`src/rtl/swl_pkg.sv`:
```
`timescale 1ns/1ps
package swl_pkg;

    typedef enum logic [2:0] {
        ST_IDLE,
        ST_LOW,
        ST_HIGH,
        ST_GAP,
        ST_LATCH,
        ST_RECOV
    } swl_state_e;

    function automatic int unsigned swl_max(input int unsigned a, input int unsigned b);
        return (a > b) ? a : b;
    endfunction

endpackage

```
`src/rtl/swl_phase_timer.sv`:
```
`timescale 1ns/1ps
// Counts cycles spent in the current state; restart zeroes it.
module swl_phase_timer #(
    parameter int unsigned CNT_W = 4
) (
    input  logic             clk,
    input  logic             rst_n,
    input  logic             restart,
    output logic [CNT_W-1:0] count
);

    always_ff @(posedge clk) begin
        if (!rst_n) begin
            count <= '0;
        end else if (restart) begin
            count <= '0;
        end else if (count != {CNT_W{1'b1}}) begin
            count <= count + 1'b1;
        end
    end

endmodule

```
`src/rtl/swl_shifter.sv`:
```
`timescale 1ns/1ps
// Holds the word in flight, drives the data pin and tracks the bit position.
module swl_shifter #(
    parameter int unsigned WORD_W = 24
) (
    input  logic              clk,
    input  logic              rst_n,
    input  logic              load,
    input  logic [WORD_W-1:0] word,
    input  logic              emit,
    input  logic              bit_end,
    input  logic              clear,
    output logic              sdata,
    output logic              last_bit
);

    localparam int unsigned IDX_W = (WORD_W > 1) ? $clog2(WORD_W) : 1;
    localparam logic [IDX_W-1:0] IDX_LAST = IDX_W'(WORD_W - 1);

    logic [WORD_W-1:0] sh_q;
    logic [IDX_W-1:0]  idx_q;

    always_ff @(posedge clk) begin
        if (!rst_n) begin
            sh_q  <= '0;
            idx_q <= '0;
            sdata <= 1'b0;
        end else begin
            if (load) begin
                sh_q  <= word;
                idx_q <= '0;
            end else begin
                if (emit) begin
                    sh_q <= {sh_q[WORD_W-2:0], 1'b0};
                end
                if (bit_end) begin
                    idx_q <= idx_q + 1'b1;
                end
            end
            if (emit) begin
                sdata <= sh_q[WORD_W-1];
            end else if (clear) begin
                sdata <= 1'b0;
            end
        end
    end

    assign last_bit = (idx_q == IDX_LAST);

endmodule

```
`src/rtl/serial_word_loader.sv`:
```
`timescale 1ns/1ps
module serial_word_loader #(
    parameter int unsigned WORD_W         = 24,
    parameter int unsigned CLK_HI_CYC     = 7,
    parameter int unsigned CLK_LO_CYC     = 7,
    parameter int unsigned DATA_SETUP_CYC = 3,
    parameter int unsigned DATA_HOLD_CYC  = 3,
    parameter int unsigned CLK2LE_CYC     = 3,
    parameter int unsigned LE_HI_CYC      = 5,
    parameter int unsigned LE_SETUP_CYC   = 5
) (
    input  logic              clk,
    input  logic              rst_n,
    input  logic              in_valid,
    input  logic [WORD_W-1:0] in_word,
    output logic              in_ready,
    output logic              ser_clk,
    output logic              ser_data,
    output logic              ser_le,
    output logic              done
);

    import swl_pkg::*;

    // every interval is at least one cycle
    localparam int unsigned SU_E   = swl_max(DATA_SETUP_CYC, 1);
    localparam int unsigned LO_E   = swl_max(swl_max(CLK_LO_CYC, 1), 2 * SU_E);
    localparam int unsigned HI_E   = swl_max(swl_max(CLK_HI_CYC, 1), DATA_HOLD_CYC);
    localparam int unsigned GAP_E  = swl_max(CLK2LE_CYC, 1);
    localparam int unsigned LEH_E  = swl_max(LE_HI_CYC, 1);
    localparam int unsigned LES_E  = swl_max(LE_SETUP_CYC, 1);
    localparam int unsigned CHG_AT = LO_E - SU_E;
    localparam int unsigned CNT_MAX =
        swl_max(swl_max(LO_E, HI_E), swl_max(GAP_E, swl_max(LEH_E, LES_E)));
    localparam int unsigned CNT_W = $clog2(CNT_MAX + 1);

    localparam logic [CNT_W-1:0] LO_END  = CNT_W'(LO_E - 1);
    localparam logic [CNT_W-1:0] HI_END  = CNT_W'(HI_E - 1);
    localparam logic [CNT_W-1:0] GAP_END = CNT_W'(GAP_E - 1);
    localparam logic [CNT_W-1:0] LEH_END = CNT_W'(LEH_E - 1);
    localparam logic [CNT_W-1:0] LES_END = CNT_W'(LES_E - 1);
    localparam logic [CNT_W-1:0] CHG_END = CNT_W'(CHG_AT - 1);

    swl_state_e       state_q, state_n;
    logic [CNT_W-1:0] tcount;
    logic             accept, emit, bit_end, clear, last_bit;

    assign accept  = in_valid && in_ready;
    assign emit    = (state_q == ST_LOW)  && (tcount == CHG_END);
    assign bit_end = (state_q == ST_HIGH) && (tcount == HI_END);
    assign clear   = (state_q == ST_LATCH) && (state_n == ST_RECOV);

    swl_phase_timer #(.CNT_W(CNT_W)) u_timer (
        .clk     (clk),
        .rst_n   (rst_n),
        .restart (state_n != state_q),
        .count   (tcount)
    );

    swl_shifter #(.WORD_W(WORD_W)) u_shift (
        .clk      (clk),
        .rst_n    (rst_n),
        .load     (accept),
        .word     (in_word),
        .emit     (emit),
        .bit_end  (bit_end),
        .clear    (clear),
        .sdata    (ser_data),
        .last_bit (last_bit)
    );

    // next-state logic
    always_comb begin
        state_n = state_q;
        unique case (state_q)
            ST_IDLE:  if (accept)             state_n = ST_LOW;
            ST_LOW:   if (tcount == LO_END)   state_n = ST_HIGH;
            ST_HIGH:  if (tcount == HI_END)   state_n = last_bit ? ST_GAP : ST_LOW;
            ST_GAP:   if (tcount == GAP_END)  state_n = ST_LATCH;
            ST_LATCH: if (tcount == LEH_END)  state_n = ST_RECOV;
            ST_RECOV: if (tcount == LES_END)  state_n = ST_IDLE;
            default:                          state_n = ST_IDLE;
        endcase
    end

    // state register
    always_ff @(posedge clk) begin
        if (!rst_n) state_q <= ST_IDLE;
        else        state_q <= state_n;
    end

    // registered pin decode, aligned with the state register
    always_ff @(posedge clk) begin
        if (!rst_n) begin
            ser_clk  <= 1'b0;
            ser_le   <= 1'b0;
            in_ready <= 1'b0;
            done     <= 1'b0;
        end else begin
            ser_clk  <= (state_n == ST_HIGH);
            ser_le   <= (state_n == ST_LATCH);
            in_ready <= (state_n == ST_IDLE);
            done     <= clear;
        end
    end

endmodule

```
`config.mk`:
```
export PLATFORM = sky130hd
export DESIGN_NAME = serial_word_loader
export DESIGN_NICKNAME = d
export VERILOG_FILES = /design/src/rtl/swl_pkg.sv /design/src/rtl/swl_phase_timer.sv /design/src/rtl/swl_shifter.sv /design/src/rtl/serial_word_loader.sv
export SDC_FILE = /design/constraint.sdc
export NUM_CORES = 1
export LEC_CHECK = 0
export BUFFER_PORTS_ARGS = -buffer_cell sky130_fd_sc_hd__clkbuf_2
export CORE_ASPECT_RATIO = 1.4
export CORE_MARGIN = 5
export CORE_UTILIZATION = 40
export CTS_CLUSTER_DIAMETER = 150
export DETAILED_ROUTE_END_ITERATION = 6
export PLACE_DENSITY = 0.61
export SYNTH_ARGS = -nofsm -noshare
export SYNTH_HDL_FRONTEND = slang
export SYNTH_HIERARCHICAL = 1
export SYNTH_SLANG_ARGS = --single-unit
```
`constraint.sdc`:
```
create_clock -name clk -period 2.23 [get_ports clk]
set_clock_uncertainty 0.1 [all_clocks]
set_input_delay 0.3345 -clock clk [delete_from_list [all_inputs] [get_ports clk]]
set_output_delay 0.3345 -clock clk [all_outputs]
set_load 0.05 [all_outputs]
```
# Yosys cells after proc, flatten, opt, wreduce, memory -nomap -nowiden
# Cells that the tools add are included.
[word_totals]
regBits = 40
input_bits = 27
[op_classes]
addsub = 2
eq_ne = 15
muxes = 12
n_bitwise = 1
n_reduce_logical = 10
[ops]
columns = ["cell", "n"]
rows = [
  ["24-bit two-way mux", 2],
  ["3-bit == test (second input constant)", 6],
  ["3-bit two-way mux", 6],
  ["3-bit case mux with 6 select lines", 1],
  ["3-bit by 2-bit == test with 1-bit output (second input constant)", 5],
  ["3-bit zero test", 2],
  ["5-bit by 1-bit adder with 5-bit output (second input constant)", 1],
  ["5-bit == test (second input constant)", 1],
  ["1-bit logical AND", 4],
  ["2-bit nonzero test", 2],
  ["2-bit OR reduction", 2],
  ["3-bit by 1-bit adder with 3-bit output (second input constant)", 1],
  ["3-bit by 1-bit == test with 1-bit output (second input constant)", 1],
  ["3-bit inequality test", 1],
  ["3-bit inequality test (second input constant)", 1],
  ["1-bit two-way mux", 2],
  ["2-bit two-way mux", 1],
  ["1-bit NOT", 1],
]

# Depth between registers and ports, before layout
# Gate-level depths: netlist of the first run.
[logic_depth]
ltp_word = 8
mapped_depth = 7
mapped_depth_nobuf = 7

# Cells and area by module
# The synthesis of the first run kept the hierarchy.
[modules_own_cells]
columns = ["mod", "n_inst", "cells_per_inst", "area_each_um2", "seq_area_each_um2"]
rows = [
  ["swl_shifter", 1, 135, 1564.0, 600.6],
  ["serial_word_loader", 1, 57, 478.0, 140.1],
  ["swl_phase_timer", 1, 12, 131.4, 60.1],
]

# Worst setup path after synthesis of the first run
# OpenSTA, ideal clock, no wires.
[synth_timing]
path_kind = "register -> register"
from = "register u_timer.count[2]"
to = "register u_shift.sh_q[15]"
setup_ns = 0.116
t_arrival_ns = 1.641
setup_slack_ns = 0.373
stages_incl_launch_ff = 7
path_buffers = 2
synth_period_minus_slack_ns = 1.857
cell_sequence = "dfxtp_1 nand2b_1 nor4_1 buf_6 buf_6 mux2_4 o211a_1"
[synth_via]
elab_chain_len = 3
[synth_lines]
columns = ["item", "line", "rtl"]
rows = [
  ["start, declared", "swl_phase_timer.sv:9", "output logic [CNT_W-1:0] count"],
  ["start signal, assigned", "swl_phase_timer.sv:18", "count <= count + 1'b1;"],
  ["3-bit by 2-bit == test with 1-bit output", "serial_word_loader.sv:49", "assign emit = (state_q == ST_LOW) && (tcount == CHG_END);"],
  ["1-bit logical AND", "serial_word_loader.sv:49", ""],
  ["named net emit", "serial_word_loader.sv:46", "logic accept, emit, bit_end, clear, last_bit;"],
  ["2-bit nonzero test (no line)", "--", ""],
  ["end signal, assigned", "swl_shifter.sv:30", "sh_q <= word;"],
  ["end signal, assigned", "swl_shifter.sv:34", "sh_q <= {sh_q[WORD_W-2:0], 1'b0};"],
  ["end, declared", "swl_shifter.sv:20", "logic [WORD_W-1:0] sh_q;"],
]
# The timed path passes the listed nets, and every way through them passes these cells.
# A chain may end at the register's enable or synchronous reset.

# Worst setup path after layout of the first run
[layout_timing]
from = "register u_timer.count[2]"
to = "register u_shift.sh_q[12]"
# Same word-level chain as after synthesis.

==> results by group, run 1 <==
Drt
  – DRC viols: 0
  – Routed wire length: 3.92 mm
  – Average wire per standard cell: 12.9 um
  – Router iterations before antenna repair: 4
  – DR vias/cell: 5.17
  – Drt first-iter violations: 92
  – Via count: 1566
  – Antenna viol nets, final: 0

Timing
  – Setup slack after layout: 0.373 ns
  – Clock period minus final worst setup slack: 1.86 ns
  – Headroom to the max-slew limit: 0.709
  – Final Cycle Share: 0.833
  – Total negative slack: 0 ns
  – Worst slew pin tran: 0.432 ns
  – RSZ-0062 raised after global routing: false
  – Setup Viol. Count Final: 0
  – Max-slew violations: 0
  – Max Freq: 539 MHz
  – Final-report hold violation count: 0

Synthesis
  – Mapped Nets: 234
  – Synth Cell Area: 2170 um2
  – Async set or reset register ratio after synthesis: 0
  – Syn. warnings: 6
  – FF+latch count, synth: 40
  – Mean Syn Cell Area: 10.7 um2
  – Cells after Synth: 204
  – Number of synthesized flops with an enable pin: 0
  – Library cells used by synthesis: 47
  – Main flop type after synthesis: dfxtp_1
  – Sequential-to-total area share from yosys stat: 0.368

Critical path
  – CP startpoint kind: flip-flop
  – Worst setup EP type: flip-flop
  – Worst Path Max Fanout: 26
  – WS Path Type: reg2reg
  – RR Startpoint: u_timer/count[2]$_SDFFE_PP0P_
  – Critical path cell sequence: nand2b_1, nor4_2, buf_12, mux2_2, o211a_1
  – Crit. Startpoint: u_timer/count[2]$_SDFFE_PP0P_
  – Crit path largest cell delay: 0.35 ns
  – Slowest-stage cell, CP: mux2_2
  – Crit path DAT: 1.94 ns
  – Worst path required time: 2.32 ns

Final layout
  – Fillers: 517
  – Non-filler instance count after layout: 303
  – Area growth syn-to-layout: 15.2%
  – Layout Nets: 266
  – Layout cells sized above 1: 0.338
  – Diode count: 0
  – Core Util, Final: 0.478

Pwr
  – VDD IR max: 424 uV
  – LEAKAGE: 1.26 nW
  – Power per cell area: 720 nW/um2

Worst hold path
  – Hold Path Class: in2reg
  – Hold path start: in_word[0]

Clock network
  – CTS Buf Count: 5
  – Longest Clk Path Bufs: 2
  – Clock slew at reported path FFs: 0.08 ns
  – CTS Root Cell: clkbuf_8
  – Setup Fix Bufs, Post-CTS: 0
  – Hold-fix buffer count after cts: 0
  – H-tree levels: 2
  – Clock sink total: 40
  – CTS tree: done
  – Clk_lat worst skew: 0.29 ns
  – Cts repair resizes: 0

Global routing
  – First-pass GRT wire length: 6.99 mm
  – Number of global-route vias before repair: 1557
  – GRT Resource Usage Total: 0.121
  – Antenna violations before repair: 0
  – Largest net degree at the start of global routing: 55
  – GRT Residual Overflow: 0

Placement
  – Placed cells: 295
  – Dpl ws: 0.379 ns
  – Final HPWL DP: 2.78 mm
  – Placer Congestion: 0.768
  – IO Port Bufs: 31

Floorplanning
  – Total core area: 5240 um2
  – Row cnt: 31
  – I/O pins: 32
  – Die width: 72.3 um
  – Die Area: 7030 um2
  – Starting Density: 0.415
  – Die H: 97.2 um

Job
  – Max_cap viols: 0

Status
  – Run status: complete, no violations
-- routing by layer --
layer	GRT usage	up-vias	part of all wire
met4	0.0478	0	0.017
li1	-	799	-
met5	0	-	0
met3	0.0290	6	0.037
met1	0.141	739	0.43
met2	0.208	22	0.51
-- placed cells by master (no fill, tap or decap), types with 2 or more instances in the layout --
master    count
clkbuf_2     31
inv_1         2
and2_1        3
a21oi_1       2
mux2i_1       5
buf_4         7
nor4_2        2
ha_1          3
and3_1        2
nor2b_1       3
nand2b_1     22
a21boi_1      2
or2b_1        8
nand4_1       2
xnor2_1       2
nand3b_1      4
nand2b_2      2
mux2_4       17
nand2_1       5
o21ai_0       2
nor2_1        9
o211a_1      23
clkbuf_8      6
buf_12        2
mux2_2        6
and4b_1       2
dfxtp_1      40
or3b_2        2
or3b_1        2
-- flip-flops by register name, summed over array words and instances (netlist names) --
| register | flops |
|---|---|
| u_shift/idx_q | 5 |
| u_shift/sh_q | 24 |
| state_q | 3 |
| u_timer/count | 3 |
| done | 1 |
| ser_le | 1 |
| u_shift/sdata | 1 |
| in_ready | 1 |
| ser_clk | 1 |
-- kinds of logic after synthesis --
logic type                 share of synthesized area
and+or+nand+nor                                0.220
DFF                                            0.368
AOI/OAI and AO/OA                              0.161
muxes                                          0.172
buffers and inverters                         0.0495
xor gates and xnor gates                      0.0121
adders and majority gates                     0.0173
-- final cells by class --
type,instances,area (um2),area share
Multi-Input combinational cell,147,1270,0.508
Sequential cell,40,801,0.320
Timing Repair Buffer,40,248,0.0990
Clock buffer,7,86.3,0.0345
Tap cell,66,82.6,0.0330
Clock inverter,1,7.51,0.00300
Inverter,2,7.51,0.00300
-- report_power, final --
group | total (mW) | internal, mW | switching [mW]
Clock | 0.498 | 0.251 | 0.246
Combinational | 0.455 | 0.248 | 0.207
Sequential | 0.849 | 0.800 | 0.0489
Total | 1.80 | 1.30 | 0.502
-- worst max-delay path, delay by kind of cell (launching register included) --
family                 cells  cell delay, ns
AO/OA/AOI/OAI              1            0.19
buffers and inverters      1            0.25
multiplexers               1            0.35
flip-flops                 1            0.31
AND/OR/NAND/NOR            2            0.53
-- path summary, 6_finish.rpt --
| check | endpoint | slack (ns) | depth (start not counted) |
|---|---|---|---|
| hold reg to reg | u_shift/sdata$_SDFFE_PN0P_ | 0.36 | 2 |
| setup / recovery | u_shift/sh_q[12]$_SDFFE_PN0P_ | 0.37 | 5 |
| setup reg to reg | u_shift/sh_q[12]$_SDFFE_PN0P_ | 0.37 | 5 |
| hold / removal | u_shift/sh_q[0]$_SDFFE_PN0P_ | 0.19 | 3 |
-- metrics by stage --
stage          total power, mW  hold slack [ns]  cell area [um2]
5_1_grt                   1.90            0.191             2500
3_5_place_dp              1.33            0.350             2410
6_report                  1.80            0.190             2500
4_1_cts                   1.84            0.183             2500
3_3_place_gp              1.32            0.342             2410
2_1_floorplan             1.22            0.330             2170
-- synthesized netlist by cell type (4+ instances only) --
cell type / count / area (um2)
nand2_1: 5 / 18.8
mux2_4: 17 / 255
mux2_2: 6 / 67.6
o211a_1: 23 / 230
or2b_1: 8 / 60.1
dfxtp_1: 40 / 801
nand2b_1: 22 / 138
mux2i_1: 5 / 50.1
buf_6: 4 / 45.0
nor2_1: 9 / 33.8
buf_2: 5 / 25.0
nand3b_1: 4 / 30.0
(Power assumes the default switching activity.)
==> inputs of run 2 (changes only) <==
--- a/config.mk
+++ b/config.mk
@@ -11,7 +11,7 @@
 export CORE_UTILIZATION = 40
 export CTS_CLUSTER_DIAMETER = 150
 export DETAILED_ROUTE_END_ITERATION = 6
-export PLACE_DENSITY = 0.61
+export PLACE_DENSITY = 0.64
 export SYNTH_ARGS = -nofsm -noshare
 export SYNTH_HDL_FRONTEND = slang
 export SYNTH_HIERARCHICAL = 1
==> constraint.sdc (replaced) <==
create_clock -name clk -period 1.7 [get_ports clk]
set_clock_uncertainty 0.1 [all_clocks]
set_input_delay 0.255 -clock clk [delete_from_list [all_inputs] [get_ports clk]]
set_output_delay 0.255 -clock clk [all_outputs]
set_load 0.05 [all_outputs]
==> run 2 against run 1 <==
Effect of this change:
- critical endpoint is now state_q[1]$_SDFF_PN0_
- final cell count grew 2.0%
- non-clock buffer count grew 7
- critical path type unchanged
- total power grew 31%
- hold slack lost 0.092 ns
- first-iteration DRC count shrank 15%
- cell area grew 3.0%
- largest power group unchanged
==> results by group, run 2 (synthesis results as in run 1) <==
Floorplanning
  – Total core area: 5240 um2 (unchanged)
  – Die H: 97.2 um (unchanged)
  – Starting Density: 0.415 (unchanged)
  – I/O pins: 32 (unchanged)
  – Row cnt: 31 (unchanged)
  – Die width: 72.3 um (unchanged)
  – Die Area: 7030 um2 (unchanged)

Timing
  – Final-report hold violation count: 0 (unchanged)
  – Clock period minus final worst setup slack: 1.67 ns (-0.191 ns)
  – Worst slew pin tran: 0.411 ns (-0.0207 ns)
  – Max-slew violations: 0 (unchanged)
  – RSZ-0062 raised after global routing: true
  – Final Cycle Share: 0.980 (+0.148)
  – Setup Viol. Count Final: 0 (unchanged)
  – Setup slack after layout: 0.0338 ns (-0.339 ns)
  – Max Freq: 600 MHz (+11%)
  – Headroom to the max-slew limit: 0.723 (+0.0139)

Clock network
  – CTS Buf Count: 5 (unchanged)
  – H-tree levels: 2 (unchanged)
  – CTS tree: done
  – Cts repair resizes: 0 (unchanged)
  – Clk_lat worst skew: 0.28 ns (about the same)
  – CTS Root Cell: clkbuf_8
  – Setup Fix Bufs, Post-CTS: 0 (unchanged)
  – Hold-fix buffer count after cts: 0 (unchanged)
  – Clock slew at reported path FFs: 0.07 ns (about the same)
  – Clock sink total: 40 (unchanged)
  – Longest Clk Path Bufs: 2 (unchanged)

Critical path
  – Crit path to: state_q[1]$_SDFF_PN0_
  – Crit path largest cell delay: 0.31 ns (-0.04 ns)
  – Crit. Startpoint: u_shift/idx_q[0]$_SDFFE_PP0P_
  – Slowest-stage cell, CP: dfxtp_1
  – R2R Setup Slk: 0.03 ns (-0.34 ns)
  – Critical path cell sequence: ha_1, and4b_1, nor2b_1, nand3b_1, a31oi_2, buf_4, and2_1
  – CP startpoint kind: flip-flop
  – Worst r2r dst: state_q[1]$_SDFF_PN0_
  – Cells on worst reg2reg path: 7 (+2)
  – RR Startpoint: u_shift/idx_q[0]$_SDFFE_PP0P_
  – Worst Path Max Fanout: 4 (-85%)
  – Worst path required time: 1.78 ns (-0.54 ns)
  – Crit path DAT: 1.75 ns (-0.19 ns)
  – Worst setup EP type: flip-flop
  – WS Path Type: reg2reg

Final layout
  – Biggest regs: u_shift/sh_q (24), u_shift/idx_q (5)
  – Most frequent cells in the layout: dfxtp_1 (34), clkbuf_2 (31), o211a_1 (23)
  – Post-route cell area: 2580 um2 (+3.0%)
  – Layout Nets: 273 (+2.6%)
  – Diode count: 0 (unchanged)
  – Max FFs per register: 24 (unchanged)
  – Layout cells sized above 1: 0.395 (+0.0575)
  – Area growth syn-to-layout: 18.7%
  – Fillers: 505 (-2.3%)
  – Commonest non-fill, non-tap cell in the layout: dfxtp_1
  – Top reg by flops: u_shift/sh_q

Status
  – Run status: complete, no violations

Job
  – Max_cap viols: 0 (unchanged)

Drt
  – Drt first-iter violations: 78 (-15%)
  – Routed wire length: 4.18 mm (+6.6%)
  – Average wire per standard cell: 13.5 um (+4.6%)
  – DRC viols: 0 (unchanged)
  – Via count: 1595 (+1.9%)
  – Router iterations before antenna repair: 4 (unchanged)
  – DR vias/cell: 5.16 (-0.13%)
  – Antenna viol nets, final: 0 (unchanged)

Placement
  – IO Port Bufs: 31 (unchanged)
  – Placer Congestion: 0.780 (+1.6%)
  – Final HPWL DP: 2.91 mm (+4.6%)
  – Placed cell areas: 2480 um2 (+3.1%)
  – Dpl ws: 0.0425 ns (-0.337 ns)

Worst hold path
  – Hold path start: in_word[0]
  – Hold Path Class: in2reg

Global routing
  – Antenna violations before repair: 0 (unchanged)
  – GRT Residual Overflow: 0 (unchanged)
  – Largest net degree at the start of global routing: 47 (-15%)
  – GRT Resource Usage Total: 0.127 (+0.00548)
  – First-pass GRT wire length: 7.22 mm (+3.4%)
  – Number of global-route vias before repair: 1689 (+8.5%)

Pwr
  – Power per cell area: 913 nW/um2 (+27%)
  – VDD IR max: 554 uV (+31%)
  – LEAKAGE: 1.30 nW (+3.1%)
==> run 2: cell count changes in the layout (fill, tap and decap cells not counted), sizes merged <==
cell and change:
clkinv +1, buf +7, clkbuf -1, clkinvlp -1
==> run 2: how the worst min path moves through the flow <==
stage	cells past startpoint	slack, ns	end
6_report	3	0.1	u_shift/sh_q[0]$_SDFFE_PN0P_
5_1_grt	3	0.11	u_shift/sh_q[0]$_SDFFE_PN0P_
4_1_cts	3	0.09	u_shift/sh_q[0]$_SDFFE_PN0P_
3_5_place_dp	2	0.36	u_shift/sdata$_SDFFE_PN0P_
3_3_place_gp	2	0.34	u_shift/sdata$_SDFFE_PN0P_
2_1_floorplan	1	0.28	done$_SDFF_PN0_
==> run 2: cell type report <==
class / instances / area (um2) / share of cell area
clock buffer: 6 / 72.6 / 0.0281
clock inverter: 1 / 5.00 / 0.00194
inverter: 2 / 7.51 / 0.00291
multi-input combinational: 147 / 1300 / 0.505
sequential: 40 / 808 / 0.313
tap: 66 / 82.6 / 0.0320
timing repair buffer: 47 / 300 / 0.116
==> run 2: routing by layer <==
metal  up-vias  share of wire  GRT usage
met5         -              0          0
met4         0          0.022     0.0622
met3         9          0.058     0.0466
met2        31           0.50      0.215
met1       745           0.42      0.134
li1        810              -          -
==> run 2: report_power, final <==
group | internal, mW | switching [mW] | total [mW] | leakage (nW)
clock | 0.279 | 0.309 | 0.588 | 0.0410
combinational | 0.353 | 0.299 | 0.652 | 0.929
sequential | 1.06 | 0.0605 | 1.12 | 0.328
==> run 2: stage by stage <==
stage | hold slack [ns] | std cells | utilization | total power [mW] | setup TNS [ns]
detailed placement | 0.357 | 302 | 0.474 | 1.78 | 0
finish | 0.0977 | 309 | 0.493 | 2.36 | 0
floorplan | 0.277 | 204 | - | 1.63 | -0.0920
global route | 0.110 | 309 | 0.493 | 2.51 | -0.539
global placement | 0.340 | 302 | 0.474 | 1.78 | 0
CTS | 0.0884 | 309 | 0.489 | 2.39 | 0
==> run 2: critical path: cells and delay by family (launching register included) <==
kind	cells	cell delay, ns
adders and majority gates	1	0.24
buffers and inverters	1	0.14
AOI/OAI and AO/OA	1	0.12
and+or+nand+nor	4	0.65
DFF	1	0.31
